<file path="src/rtl/pw_pkg.sv">
package pw_pkg;

  typedef enum logic [1:0] {
    TERM_NORMAL = 2'b00,
    TERM_RETRY  = 2'b01,
    TERM_DISC   = 2'b10,
    TERM_ABORT  = 2'b11
  } term_e;

  localparam logic [3:0] CMD_MEMWR = 4'b0111;
  localparam logic [3:0] CMD_MWI   = 4'b1111;

endpackage

</file>
<file path="src/rtl/pw_addr_track.sv">
module pw_addr_track #(
  parameter int AW = 30,
  parameter int CW = 16
) (
  input  logic          clk,
  input  logic          rst,
  input  logic          load,
  input  logic [AW-1:0] ld_addr,
  input  logic [CW-1:0] ld_cnt,
  input  logic          ack,
  input  logic          retry_rl,
  input  logic          disc_rl,
  input  logic          flush,
  output logic [AW-1:0] att_addr,
  output logic [AW-1:0] cur_addr,
  output logic [CW-1:0] rem,
  output logic [CW-1:0] orig_cnt
);
  logic [CW-1:0] att_rem;
  logic [AW-1:0] cur_next;
  logic [CW-1:0] rem_next;

  // Position after the DWORD (if any) taken in this cycle.
  assign cur_next = cur_addr + AW'(ack);
  assign rem_next = rem - CW'(ack);

  always_ff @(posedge clk) begin
    if (rst) begin
      att_addr <= '0;
      cur_addr <= '0;
      rem      <= '0;
      att_rem  <= '0;
      orig_cnt <= '0;
    end else if (load) begin
      att_addr <= ld_addr;
      cur_addr <= ld_addr;
      rem      <= ld_cnt;
      att_rem  <= ld_cnt;
      orig_cnt <= ld_cnt;
    end else if (retry_rl) begin
      // Replay: whatever the target took in a retried attempt is void.
      cur_addr <= att_addr;
      rem      <= att_rem;
    end else if (disc_rl) begin
      cur_addr <= cur_next;
      att_addr <= cur_next;
      rem      <= rem_next;
      att_rem  <= rem_next;
    end else if (flush) begin
      cur_addr <= cur_next;
      rem      <= '0;
      att_rem  <= '0;
    end else if (ack) begin
      cur_addr <= cur_next;
      rem      <= rem_next;
    end
  end
endmodule

</file>
<file path="src/rtl/pw_cmd_sel.sv">
module pw_cmd_sel
  import pw_pkg::*;
(
  input  logic       clk,
  input  logic       rst,
  input  logic       load,
  input  logic [3:0] ld_cmd,
  input  logic       downgrade,
  output logic [3:0] cmd
);
  always_ff @(posedge clk) begin
    if (rst) begin
      cmd <= '0;
    end else if (load) begin
      cmd <= ld_cmd;
    end else if (downgrade && cmd == CMD_MWI) begin
      cmd <= CMD_MEMWR;
    end
  end
endmodule

</file>
<file path="src/rtl/pw_att_ctr.sv">
module pw_att_ctr #(
  parameter int LIMIT = 1 << 24,
  parameter int ATW   = $clog2(LIMIT + 1)
) (
  input  logic           clk,
  input  logic           rst,
  input  logic           load,
  input  logic           inc,
  output logic [ATW-1:0] count,
  output logic           at_limit
);
  localparam logic [ATW-1:0] LIM_V = ATW'(LIMIT);

  always_ff @(posedge clk) begin
    if (rst) begin
      count <= '0;
    end else if (load) begin
      count <= ATW'(1);
    end else if (inc) begin
      count <= count + ATW'(1);
    end
  end

  assign at_limit = (count >= LIM_V);
endmodule

</file>
<file path="src/rtl/pw_status.sv">
module pw_status (
  input  logic clk,
  input  logic rst,
  input  logic abort_ev,
  input  logic giveup_ev,
  input  logic serr_en,
  input  logic nodeliv_mask,
  input  logic stat_clr,
  output logic rcvd_tabort,
  output logic sig_serr,
  output logic serr_out,
  output logic give_up
);
  logic serr_fire;

  assign serr_fire = serr_en && (abort_ev || (giveup_ev && !nodeliv_mask));

  always_ff @(posedge clk) begin
    if (rst) begin
      rcvd_tabort <= 1'b0;
      sig_serr    <= 1'b0;
      serr_out    <= 1'b0;
      give_up     <= 1'b0;
    end else begin
      rcvd_tabort <= abort_ev  || (rcvd_tabort && !stat_clr);
      sig_serr    <= serr_fire || (sig_serr && !stat_clr);
      serr_out    <= serr_fire;
      give_up     <= giveup_ev;
    end
  end
endmodule

</file>
<file path="src/rtl/pw_deliver_engine.sv">
module pw_deliver_engine
  import pw_pkg::*;
#(
  parameter int AW        = 30,
  parameter int CW        = 16,
  parameter int ATT_LIMIT = 1 << 24
) (
  input  logic          clk,
  input  logic          rst,
  input  logic          start,
  input  logic [AW-1:0] start_dwaddr,
  input  logic [CW-1:0] start_cnt,
  input  logic [3:0]    start_cmd,
  input  logic          serr_en,
  input  logic          nodeliv_mask,
  input  logic          stat_clr,
  input  logic          dw_ack,
  input  logic          term_valid,
  input  logic [1:0]    term_code,
  output logic          att_start,
  output logic [AW-1:0] att_dwaddr,
  output logic [3:0]    att_cmd,
  output logic          busy,
  output logic [CW-1:0] rem_cnt,
  output logic          rcvd_tabort,
  output logic          sig_serr,
  output logic          serr_out,
  output logic          give_up
);
  localparam int ATW = $clog2(ATT_LIMIT + 1);

  logic           busy_q, att_start_q;
  logic [AW-1:0]  cur_addr;
  logic [CW-1:0]  orig_cnt;
  logic [CW-1:0]  rem_after;
  logic [ATW-1:0] att_cnt;
  logic           at_limit;
  logic           in_wait, ack, term, accept;
  logic           is_retry, is_disc, is_abort;
  logic           need_more, relaunch, giveup, finish, partial;
  term_e          code;

  assign code      = term_e'(term_code);
  assign in_wait   = busy_q && !att_start_q;
  assign ack       = in_wait && dw_ack && (rem_cnt != '0);
  assign term      = in_wait && term_valid;
  assign is_retry  = (code == TERM_RETRY);
  assign is_disc   = (code == TERM_DISC);
  assign is_abort  = (code == TERM_ABORT);
  assign rem_after = rem_cnt - CW'(ack);
  assign need_more = term && (is_retry || (is_disc && rem_after != '0));
  assign relaunch  = need_more && !at_limit;
  assign giveup    = need_more && at_limit;
  assign finish    = term && !relaunch;
  assign accept    = !busy_q && start && (start_cnt != '0);
  assign partial   = (rem_after != orig_cnt);

  always_ff @(posedge clk) begin
    if (rst) begin
      busy_q      <= 1'b0;
      att_start_q <= 1'b0;
    end else begin
      if (accept)      busy_q <= 1'b1;
      else if (finish) busy_q <= 1'b0;
      att_start_q <= accept || relaunch;
    end
  end

  pw_addr_track #(.AW(AW), .CW(CW)) u_track (
    .clk      (clk),
    .rst      (rst),
    .load     (accept),
    .ld_addr  (start_dwaddr),
    .ld_cnt   (start_cnt),
    .ack      (ack),
    .retry_rl (relaunch && is_retry),
    .disc_rl  (relaunch && is_disc),
    .flush    (finish),
    .att_addr (att_dwaddr),
    .cur_addr (cur_addr),
    .rem      (rem_cnt),
    .orig_cnt (orig_cnt)
  );

  pw_cmd_sel u_cmd (
    .clk       (clk),
    .rst       (rst),
    .load      (accept),
    .ld_cmd    (start_cmd),
    .downgrade (relaunch && is_disc && partial),
    .cmd       (att_cmd)
  );

  pw_att_ctr #(.LIMIT(ATT_LIMIT), .ATW(ATW)) u_ctr (
    .clk      (clk),
    .rst      (rst),
    .load     (accept),
    .inc      (relaunch),
    .count    (att_cnt),
    .at_limit (at_limit)
  );

  pw_status u_stat (
    .clk          (clk),
    .rst          (rst),
    .abort_ev     (term && is_abort),
    .giveup_ev    (giveup),
    .serr_en      (serr_en),
    .nodeliv_mask (nodeliv_mask),
    .stat_clr     (stat_clr),
    .rcvd_tabort  (rcvd_tabort),
    .sig_serr     (sig_serr),
    .serr_out     (serr_out),
    .give_up      (give_up)
  );

  assign busy      = busy_q;
  assign att_start = att_start_q;
endmodule

</file>
<file path="config.mk">
export PLATFORM = sky130hd
export DESIGN_NAME = pw_deliver_engine
export DESIGN_NICKNAME = d
export VERILOG_FILES = /design/src/rtl/pw_pkg.sv /design/src/rtl/pw_addr_track.sv /design/src/rtl/pw_cmd_sel.sv /design/src/rtl/pw_att_ctr.sv /design/src/rtl/pw_status.sv /design/src/rtl/pw_deliver_engine.sv
export SDC_FILE = /design/constraint.sdc
export NUM_CORES = 1
export LEC_CHECK = 0
export BUFFER_PORTS_ARGS = -buffer_cell sky130_fd_sc_hd__buf_2
export CELL_PAD_IN_SITES_DETAIL_PLACEMENT = 0
export CELL_PAD_IN_SITES_GLOBAL_PLACEMENT = 1
export CORE_MARGIN = 3
export CORE_UTILIZATION = 43
export DETAILED_ROUTE_END_ITERATION = 12
export GPL_TIMING_DRIVEN = 0
export PLACE_DENSITY_LB_ADDON = 0.12
export SYNTH_ARGS = -nofsm -noshare
export SYNTH_HDL_FRONTEND = slang
export SYNTH_SLANG_ARGS = --single-unit
</file>
<file path="constraint.sdc">
create_clock -name clk -period 4.5 [get_ports clk]
set_input_delay 0.9 -clock clk [delete_from_list [all_inputs] [get_ports clk]]
set_output_delay 0.9 -clock clk [all_outputs]
set_load 0.02 [all_outputs]
</file>
==> flow_summary.yaml, run 1 <==
global_route:
  grt-ovfl-total: 0
  grt_pass1_wl_um: 45300
  grt_max_degree: 19
  track_usage: 0.292
  first_global_vias: 7898
  antenna_found_initial: 0
clocking:
  path_clk_slew_ns: 0.06
  htreeDepth: 4
  root_buffer: "clkbuf_16"
  clk_latency_ns: 0.43
  clock_path_buffers: 2
  cts_tree: "built"
  cts_buffers: 17
  holdBufCountCts: 0
  cts.sinks: 143
yosys:
  yosysSeqAreaShare: 0.360
  ys.flop_type: "dfxtp_1"
  synth_cell_types: 65
  syn_avg_cell_area_um2: 7.99
  synth_nets: 1060
  synth-seq-cells: 143
  synth-edff-count: 0
  ys.warnings.count: 0
  synthArstFlopShare: 0
  syn_area_um2: 7940
  postSynthCellCount: 994
sta:
  finClkSkew_ns: 0.00970
  min_period_ns: 4.23
  max_slew_margin: 0.120
  fmax_ghz: 0.236
  hold_viol_final: 0
  max_slew.worst_pin.slew_ns: 1.31
  setup_viol: 0
  fin_crit_sh: 0.941
  setup_ws_ns: 0.267
  final_max_slew_viol_count: 0
drt:
  drtIter0Drc: 812
  wl_per_cell_um: 21.5
  detail_route.vias_per_cell: 6.13
  drc_errors: 0
  drt_first_pass_iters: 5
  num_vias: 8410
  wl_um: 29600
  ant_nets: 0
worst_setup_path:
  cp-endpoint: "u_track.att_rem[9]"
  worstSetupStartpointType: "register"
  path_delay_family: "simple AND/OR/NAND/NOR gates"
  crit_cells: 17
  crit_path_frequent_cell: "buf_6"
  reg2reg_to: "u_track.att_rem[9]"
  ff2ff_path_depth: 17
  slowest_delay_ns: 0.56
  critPathLaunch: "u_track.rem[4]"
  path_class: "register to register"
  crit_chain: "nor4_4 > nand3_1 > o21ai_0 > inv_1 > ha_1 > ha_1 > nor3b_4 > nand2_2 > or4_1 > and3_1 > clkbuf_2 > a31o_1 > buf_6 > or4_4 > buf_6 > buf_6 > o22ai_1"
  critPathCaptureType: "register"
  cp.required_ns: 4.85
  path_buf_inv: 5
  timing.rr.start: "u_track.rem[4]"
  crit_arrival_ns: 4.58
  r2r_setup_slack_ns: 0.27
  slowest_stage: "dfxtp_1"
  worstPathMaxFanout: 18
run:
  maxCapViolations: 0
cells_and_area:
  multi_input_area_um2: 4750
  post-route-util: 0.530
  nNetsFinal: 1199
  ff_latch_area_um2: 2860
  finalNonFillerCells: 1373
  fill_cells: 1826
  areaGrowthSynthToFinish_pct: 20.3
  final_layout_size_suffix_gt1_frac: 0.166
  diodes: 0
die:
  num_rows: 49
  dieArea_um2: 20100
  ios: 116
  die_w_um: 142
  fp.dieH_um: 142
  initial_core_util: 0.441
  core-area_um2: 18000
worst_hold_path:
  hp-class: "register to register"
place:
  preCtsSetupSlack_ns: -0.812
  dp_hpwl_um: 21700
  numPortBuffers: 115
  gp_congestion: 0.924
  dpl.cell_count: 1338
run_status:
  status: "completed"
power:
  ir_worst_vdd_mv: 0.291
  powerDensity_nw_per_um2: 398
  p_leak_nw: 3.58
[metal layers]
layer / up-vias / track usage / wire, um
met5: - / 0 / 0
met4: 0 / 0.0995 / 740
met3: 52 / 0.0711 / 2580
met2: 380 / 0.442 / 13100
met1: 4042 / 0.408 / 13100
li1: 3936 / - / -
[where the power goes]
part / internal (mW) / switching (mW)
registers: 1.35 / 0.100
logic: 0.279 / 0.512
clock network: 0.993 / 0.566
total: 2.63 / 1.18
[cell usage after synthesis (23+ instances only)]
library cell	n	area share
nand3_1	45	0.028
nor3_1	23	0.014
dfxtp_1	143	0.36
nor4_1	24	0.019
inv_1	24	0.011
xnor2_1	38	0.042
mux2i_1	26	0.033
a21oi_1	52	0.033
nand4_1	23	0.018
nor2_1	74	0.035
o21ai_0	40	0.025
nand2_1	153	0.072
clkbuf_1	67	0.032
a21boi_0	27	0.026
[tightest hold or removal path, delay by kind of cell, from the launching register on]
family           cells  cell delay (ns)
AND/OR/NAND/NOR      1             0.05
AO/OA/AOI/OAI        1             0.05
flip-flops           1             0.31
[how the worst min path moves through the flow]
stage                             start  cells after the start             endpoint
finish              u_track.orig_cnt[3]                      2  u_track.orig_cnt[3]
global route               u_cmd.cmd[0]                      2         u_cmd.cmd[0]
CTS                        u_cmd.cmd[0]                      2         u_cmd.cmd[0]
detailed placement         u_cmd.cmd[0]                      2         u_cmd.cmd[0]
global placement    u_track.orig_cnt[3]                      2  u_track.orig_cnt[3]
floorplan                u_ctr.count[6]                      2       u_ctr.count[6]
[final cells by class]
class	count	share of cell area
clock buffer	20	0.0468
multi-input combinational	753	0.497
timing repair buffer	121	0.0650
buffer	73	0.0321
clock inverter	10	0.0196
tap	229	0.0300
sequential	143	0.300
inverter	24	0.00943
[cells by family after synthesis]
| family | share of synthesized area |
|---|---|
| XOR/XNOR | 0.0648 |
| AND/OR/NAND/NOR | 0.251 |
| multiplexers | 0.0356 |
| adder cells (fa/ha/maj) | 0.00945 |
| flip-flops | 0.360 |
| AO/OA/AOI/OAI | 0.229 |
| buffers and inverters | 0.0495 |
[placed cells by master (no fill, tap or decap), drive strengths merged, types with 5 or more instances in the layout]
cell	netlist	final
a311oi	8	8
xnor2	38	38
nand3b	5	5
and3	5	5
clkbuf	68	88
nand3	45	45
a21boi	27	27
or3	19	19
o311ai	7	7
o32ai	21	21
o22ai	16	16
a31oi	6	6
nor2	74	74
a221oi	8	8
or4	8	8
bufinv	0	5
dfxtp	143	143
a22oi	10	10
nand4	23	23
and2	5	5
xor2	18	18
buf	6	126
and4	5	5
nand2	155	155
inv	24	24
o2111ai	9	9
nor4	25	25
o211ai	14	14
mux2i	26	26
o21ai	40	40
o21a	5	5
a21oi	52	52
nor3	26	26
ha	6	6
[state kept, by name (all words and copies together), names as in the netlist]
signal and cells:
u_track.att_addr 30, u_stat.sig_serr 1, busy 1, u_stat.rcvd_tabort 1, u_ctr.count 25, u_stat.give_up 1, u_track.orig_cnt 16, u_track.rem 16
u_track.cur_addr 30, att_start 1, u_cmd.cmd 4, u_stat.serr_out 1, u_track.att_rem 16
[through the flow]
step	TNS [ns]	total power, mW	hold slack [ns]	instance area [um2]
2_1_floorplan	0	1.95	0.443	7940
3_3_place_gp	-12.72	2.22	0.455	8800
3_5_place_dp	-16.05	2.23	0.460	8800
4_1_cts	0	3.78	0.468	9470
5_1_grt	-0.156	3.96	0.482	9550
6_report	0	3.80	0.465	9550
[repair_timing]
item                       4_1_cts  5_1_grt
setup endpoints to repair       31       60
pin swaps                        1        1
buffers inserted                 1        5
hold endpoints to repair         0        0
resized for setup                5       12
(Power assumes the default switching activity.)
==> run 2, diff against run 1 <==
--- a/config.mk
+++ b/config.mk
@@ -13,6 +13,7 @@
 export DETAILED_ROUTE_END_ITERATION = 12
 export GPL_TIMING_DRIVEN = 0
 export PLACE_DENSITY_LB_ADDON = 0.12
+export REMOVE_ABC_BUFFERS = 1
 export SYNTH_ARGS = -nofsm -noshare
 export SYNTH_HDL_FRONTEND = slang
 export SYNTH_SLANG_ARGS = --single-unit
==> flow_summary.yaml, run 2 (same netlist as run 1, synthesis figures left out) <==
run_status:
  status: "completed"
cells_and_area:
  reg.largest.list: "u_track.att_addr (30), u_track.cur_addr (30), u_ctr.count (25)"
  layout_common_cells: "nand2_1, dfxtp_1, buf_2"
  fill_cells: 1814
  final_layout_size_suffix_gt1_frac: 0.194
  areaGrowthSynthToFinish_pct: 22.2
  final_area_um2: 9700
  layout_commonest_cell: "nand2_1"
  nNetsFinal: 1146
  diodes: 0
global_route:
  grt-ovfl-total: 0
  grt_max_degree: 85
  first_global_vias: 7237
  antenna_found_initial: 0
  track_usage: 0.247
  grt_pass1_wl_um: 40000
drt:
  ant_nets: 0
  wl_um: 25300
  wl_per_cell_um: 19.2
  drtIter0Drc: 627
  num_vias: 7799
  drc_errors: 0
  drt_first_pass_iters: 5
  detail_route.vias_per_cell: 5.90
sta:
  rsz0062_at_grt: "no"
  setup_viol: 0
  max_slew_margin: 0.191
  fin_crit_sh: 0.942
  setup_ws_ns: 0.260
  min_period_ns: 4.24
  max_slew.worst_pin.slew_ns: 1.21
  fmax_ghz: 0.236
  hold_viol_final: 0
  final_max_slew_viol_count: 0
  finClkSkew_ns: 0.0134
power:
  powerDensity_nw_per_um2: 398
  seqPwrFrac: 0.375
  p_sw_frac: 0.294
  p_int_mw: 2.73
  p_leak_nw: 3.67
  clkPwrFrac: 0.420
  switchingPower_mw: 1.14
  combinationalPowerShare: 0.204
  ir_worst_vdd_mv: 0.279
  p_total_mw: 3.86
worst_setup_path:
  crit_chain: "buf_2 > nor4_1 > a41o_2 > buf_12 > nand3_2 > nand2_1 > o32ai_1"
  worstSetupStartpointType: "primary input"
  critPathCaptureType: "register"
  slowest_delay_ns: 0.89
  slowest_stage: "nor4_1"
  path_class: "primary input to register"
  cp.required_ns: 4.77
  path_buf_inv: 2
  worstPathMaxFanout: 29
  timing.rr.start: "u_track.rem[3]"
  reg2reg_to: "u_track.att_rem[12]"
  crit_arrival_ns: 4.51
  path_delay_family: "simple AND/OR/NAND/NOR gates"
  r2r_setup_slack_ns: 0.26
  ff2ff_path_depth: 14
die:
  dieArea_um2: 20100
  ios: 116
  initial_core_util: 0.441
  fp.dieH_um: 142
  num_rows: 49
  die_w_um: 142
  core-area_um2: 18000
clocking:
  htreeDepth: 4
  cts_buffers: 17
  cts_tree: "built"
  clock_path_buffers: 2
  clk_latency_ns: 0.43
  cts.sinks: 143
  path_clk_slew_ns: 0.06
  holdBufCountCts: 0
  root_buffer: "clkbuf_16"
place:
  preCtsSetupSlack_ns: -1.13
  gp_congestion: 0.843
  dp_hpwl_um: 17000
  place_area_um2: 8900
  numPortBuffers: 115
worst_hold_path:
  hold_start: "u_track.orig_cnt[11]"
  hold_depth: 2
  min_to: "u_track.orig_cnt[11]"
  hp-class: "register to register"
run:
  maxCapViolations: 0
==> run 2: changes by cell type in the layout (fill, tap and decap cells not counted), moves of 3 or more <==
cell      before  now
nor2_1        74   71
buf_6          3    6
clkbuf_2       5    0
buf_12         0    3
nor2_2         0    3
buf_16         0    7
clkbuf_1      64    2
==> run 2: area by class of cell <==
cell class,instances,area (um2),area share
Clock buffer,21,460,0.0475
Inverter,24,90.1,0.00929
Timing Repair Buffer,140,981,0.101
Tap cell,229,287,0.0295
Sequential cell,143,2860,0.295
Multi-Input combinational cell,754,4810,0.496
Clock inverter,11,210,0.0217
==> run 2: power by group through the flow <==
stage | Clock (mW) | Sequential [mW] | Combinational (mW)
finish | 1.62 | 1.45 | 0.789
global route | 1.70 | 1.46 | 0.860
CTS | 1.65 | 1.45 | 0.773
detailed placement | 0 | 1.48 | 0.749
global placement | 0 | 1.48 | 0.708
floorplan | 0 | 1.50 | 0.423
==> run 2: worst max path at each step <==
stage                         startpoint                   end  slack, ns  cells after the start
after floorplan            start_cnt[15]        u_track.rem[0]      -2.62                      5
after global placement      start_cnt[0]        u_track.rem[7]      -9.41                      6
after detailed placement  u_track.rem[3]  u_track.att_addr[19]      -1.13                     13
after CTS                 u_track.rem[3]   u_track.att_addr[7]     0.0005                     13
after global routing      u_track.rem[4]    u_track.att_rem[9]       0.02                     14
final                       start_cnt[7]       u_track.rem[13]       0.26                      7
==> run 2: timing repair <==
action,CTS,global route
pin swaps,3,4
cloned,0,1
endpoints found under the setup margin,80,76
resized for setup,7,3
setup buffers,4,4
==> run 2: layer usage <==
metal	share of wire	GRT usage	up-vias
met4	0.015	0.0601	0
met3	0.050	0.0431	23
met5	0	0	-
met1	0.48	0.353	3739
li1	-	-	3830
met2	0.46	0.390	207
==> run 2: worst register-to-register path: stages, from the launching register on <==
cell	delay, ns
dfxtp_1	0.54
nor4_4	0.13
nand3_1	0.13
o21ai_1	0.11
inv_1	0.15
ha_1	0.21
ha_1	0.19
nor3b_4	0.39
nand2_2	0.15
or4_1	0.43
and3_1	0.31
a31o_4	0.32
buf_4	0.19
or4_4	0.69
o22ai_1	0.22
==> run 2: stage by stage <==
stage          hold WS (ns)   util  setup TNS [ns]  instances
2_1_floorplan         0.442      -         -207.30        920
3_3_place_gp          0.454  0.472         -840.00       1264
3_5_place_dp          0.459  0.494          -39.65       1281
4_1_cts               0.467  0.535               0       1317
5_1_grt               0.484  0.538               0       1322
6_report              0.466  0.538               0       1322
==> run 3, diff against run 2 <==
--- a/config.mk
+++ b/config.mk
@@ -8,6 +8,7 @@
 export BUFFER_PORTS_ARGS = -buffer_cell sky130_fd_sc_hd__buf_2
 export CELL_PAD_IN_SITES_DETAIL_PLACEMENT = 0
 export CELL_PAD_IN_SITES_GLOBAL_PLACEMENT = 1
+export CORE_ASPECT_RATIO = 0.75
 export CORE_MARGIN = 3
 export CORE_UTILIZATION = 43
 export DETAILED_ROUTE_END_ITERATION = 12
==> flow_summary.yaml, run 3 (same netlist as run 1, synthesis figures left out) <==
global_route:
  grt_pass1_wl_um: 41100
  first_global_vias: 7292
  grt_max_degree: 66
  antenna_found_initial: 0
  track_usage: 0.260
  grt-ovfl-total: 0
power:
  seqPwrFrac: 0.369
  p_leak_nw: 3.67
  powerDensity_nw_per_um2: 404
  p_sw_frac: 0.297
  clkPwrFrac: 0.427
  combinationalPowerShare: 0.204
  switchingPower_mw: 1.17
  ir_worst_vdd_mv: 0.200
  p_int_mw: 2.77
drt:
  wl_um: 26100
  drc_errors: 0
  ant_nets: 0
  detail_route.vias_per_cell: 5.98
  drtIter0Drc: 635
  drt_first_pass_iters: 7
  num_vias: 7996
  wl_per_cell_um: 19.5
die:
  num_rows: 42
  dieArea_um2: 20200
  core-area_um2: 17900
  initial_core_util: 0.444
  die_w_um: 163
  ios: 116
  fp.dieH_um: 124
place:
  dp_hpwl_um: 17600
  dpl.cell_count: 1294
  place_area_um2: 8880
  numPortBuffers: 115
  preCtsSetupSlack_ns: -1.07
  gp_congestion: 0.848
clocking:
  clk_latency_ns: 0.44
  holdBufCountCts: 0
  cts_tree: "built"
  clock_path_buffers: 2
  root_buffer: "clkbuf_16"
  cts.sinks: 143
  htreeDepth: 4
  cts_buffers: 17
  path_clk_slew_ns: 0.06
cells_and_area:
  diodes: 0
  areaGrowthSynthToFinish_pct: 22.9
  fill_cells: 1755
  layout_common_cells: "nand2_1, dfxtp_1, buf_2"
  final_layout_size_suffix_gt1_frac: 0.197
  layout_commonest_cell: "nand2_1"
  final_area_um2: 9760
  finalNonFillerCells: 1337
  reg.largest.list: "u_track.att_addr (30), u_track.cur_addr (30), u_ctr.count (25)"
  nNetsFinal: 1148
run_status:
  status: "completed"
sta:
  finClkSkew_ns: 0.0117
  setup_viol: 0
  fmax_ghz: 0.235
  fin_crit_sh: 0.946
  rsz0062_at_grt: "no"
  timing.setup.tns_ns: 0
  final_max_slew_viol_count: 0
  hold_viol_final: 0
  min_period_ns: 4.26
  max_slew.worst_pin.slew_ns: 1.11
  setup_ws_ns: 0.243
  max_slew_margin: 0.259
worst_setup_path:
  path_class: "register to register"
  critPathCaptureType: "register"
  crit_arrival_ns: 4.61
  worstSetupStartpointType: "register"
  worstPathMaxFanout: 18
  cp.required_ns: 4.85
run:
  maxCapViolations: 0
worst_hold_path:
  hp-class: "register to register"
## run 3: cell type report
cell class / count / area, um2 / share of cell area
clock inverter: 11 / 235 / 0.0241
inverter: 24 / 90.1 / 0.00923
clock buffer: 21 / 450 / 0.0462
sequential: 143 / 2860 / 0.293
multi-input combinational: 754 / 4860 / 0.498
tap: 242 / 303 / 0.0310
timing repair buffer: 142 / 958 / 0.0982
## run 3: critical path, cell delays in order, from the launching register on
cell,delay [ns]
dfxtp_1,0.54
nor4_1,0.14
nand3_1,0.11
o21ai_1,0.10
inv_1,0.18
ha_1,0.23
ha_1,0.20
nor3b_4,0.41
nand2_2,0.16
or4_1,0.43
and3_1,0.33
a31o_4,0.38
or4_4,0.72
o22ai_1,0.22
## run 3: per-stage QoR
stage | total power [mW] | utilization | hold slack, ns
global placement | 2.19 | 0.477 | 0.455
detailed placement | 2.22 | 0.497 | 0.461
finish | 3.94 | 0.546 | 0.467
CTS | 3.93 | 0.541 | 0.470
floorplan | 1.92 | - | 0.442
global route | 4.09 | 0.546 | 0.491
## run 3: worst paths after layout
kind	startpoint	slack [ns]	end	cells past startpoint
worst max-delay path	u_track.rem[2]	0.24	u_track.att_rem[12]	13
worst min-delay path	u_track.orig_cnt[5]	0.47	u_track.orig_cnt[5]	2
worst min register to register	u_track.orig_cnt[5]	0.47	u_track.orig_cnt[5]	2
worst max register to register	u_track.rem[2]	0.24	u_track.att_rem[12]	13
## run 3: what timing repair did
item                                    CTS  global route
gates resized for setup                  11             6
pin swaps                                 3             3
endpoints found under the setup margin   82            60
buffers inserted                          2             7
gates cloned                              1             0
## run 3: layer usage
| metal | vias to the layer above | part of all wire | GRT usage | wire length (um) |
|---|---|---|---|---|
| li1 | 3845 | - | - | - |
| met1 | 3854 | 0.49 | 0.389 | 12800 |
| met2 | 275 | 0.42 | 0.383 | 11000 |
| met5 | - | 0 | 0 | 0 |
| met3 | 22 | 0.075 | 0.0545 | 1950 |
| met4 | 0 | 0.010 | 0.0613 | 265 |
## run 3: power groups by stage
stage	Sequential [mW]	Clock, mW	Combinational (mW)
global placement	1.48	0	0.709
detailed placement	1.48	0	0.743
finish	1.45	1.68	0.803
floorplan	1.50	0	0.423
global route	1.47	1.75	0.874
CTS	1.45	1.70	0.777
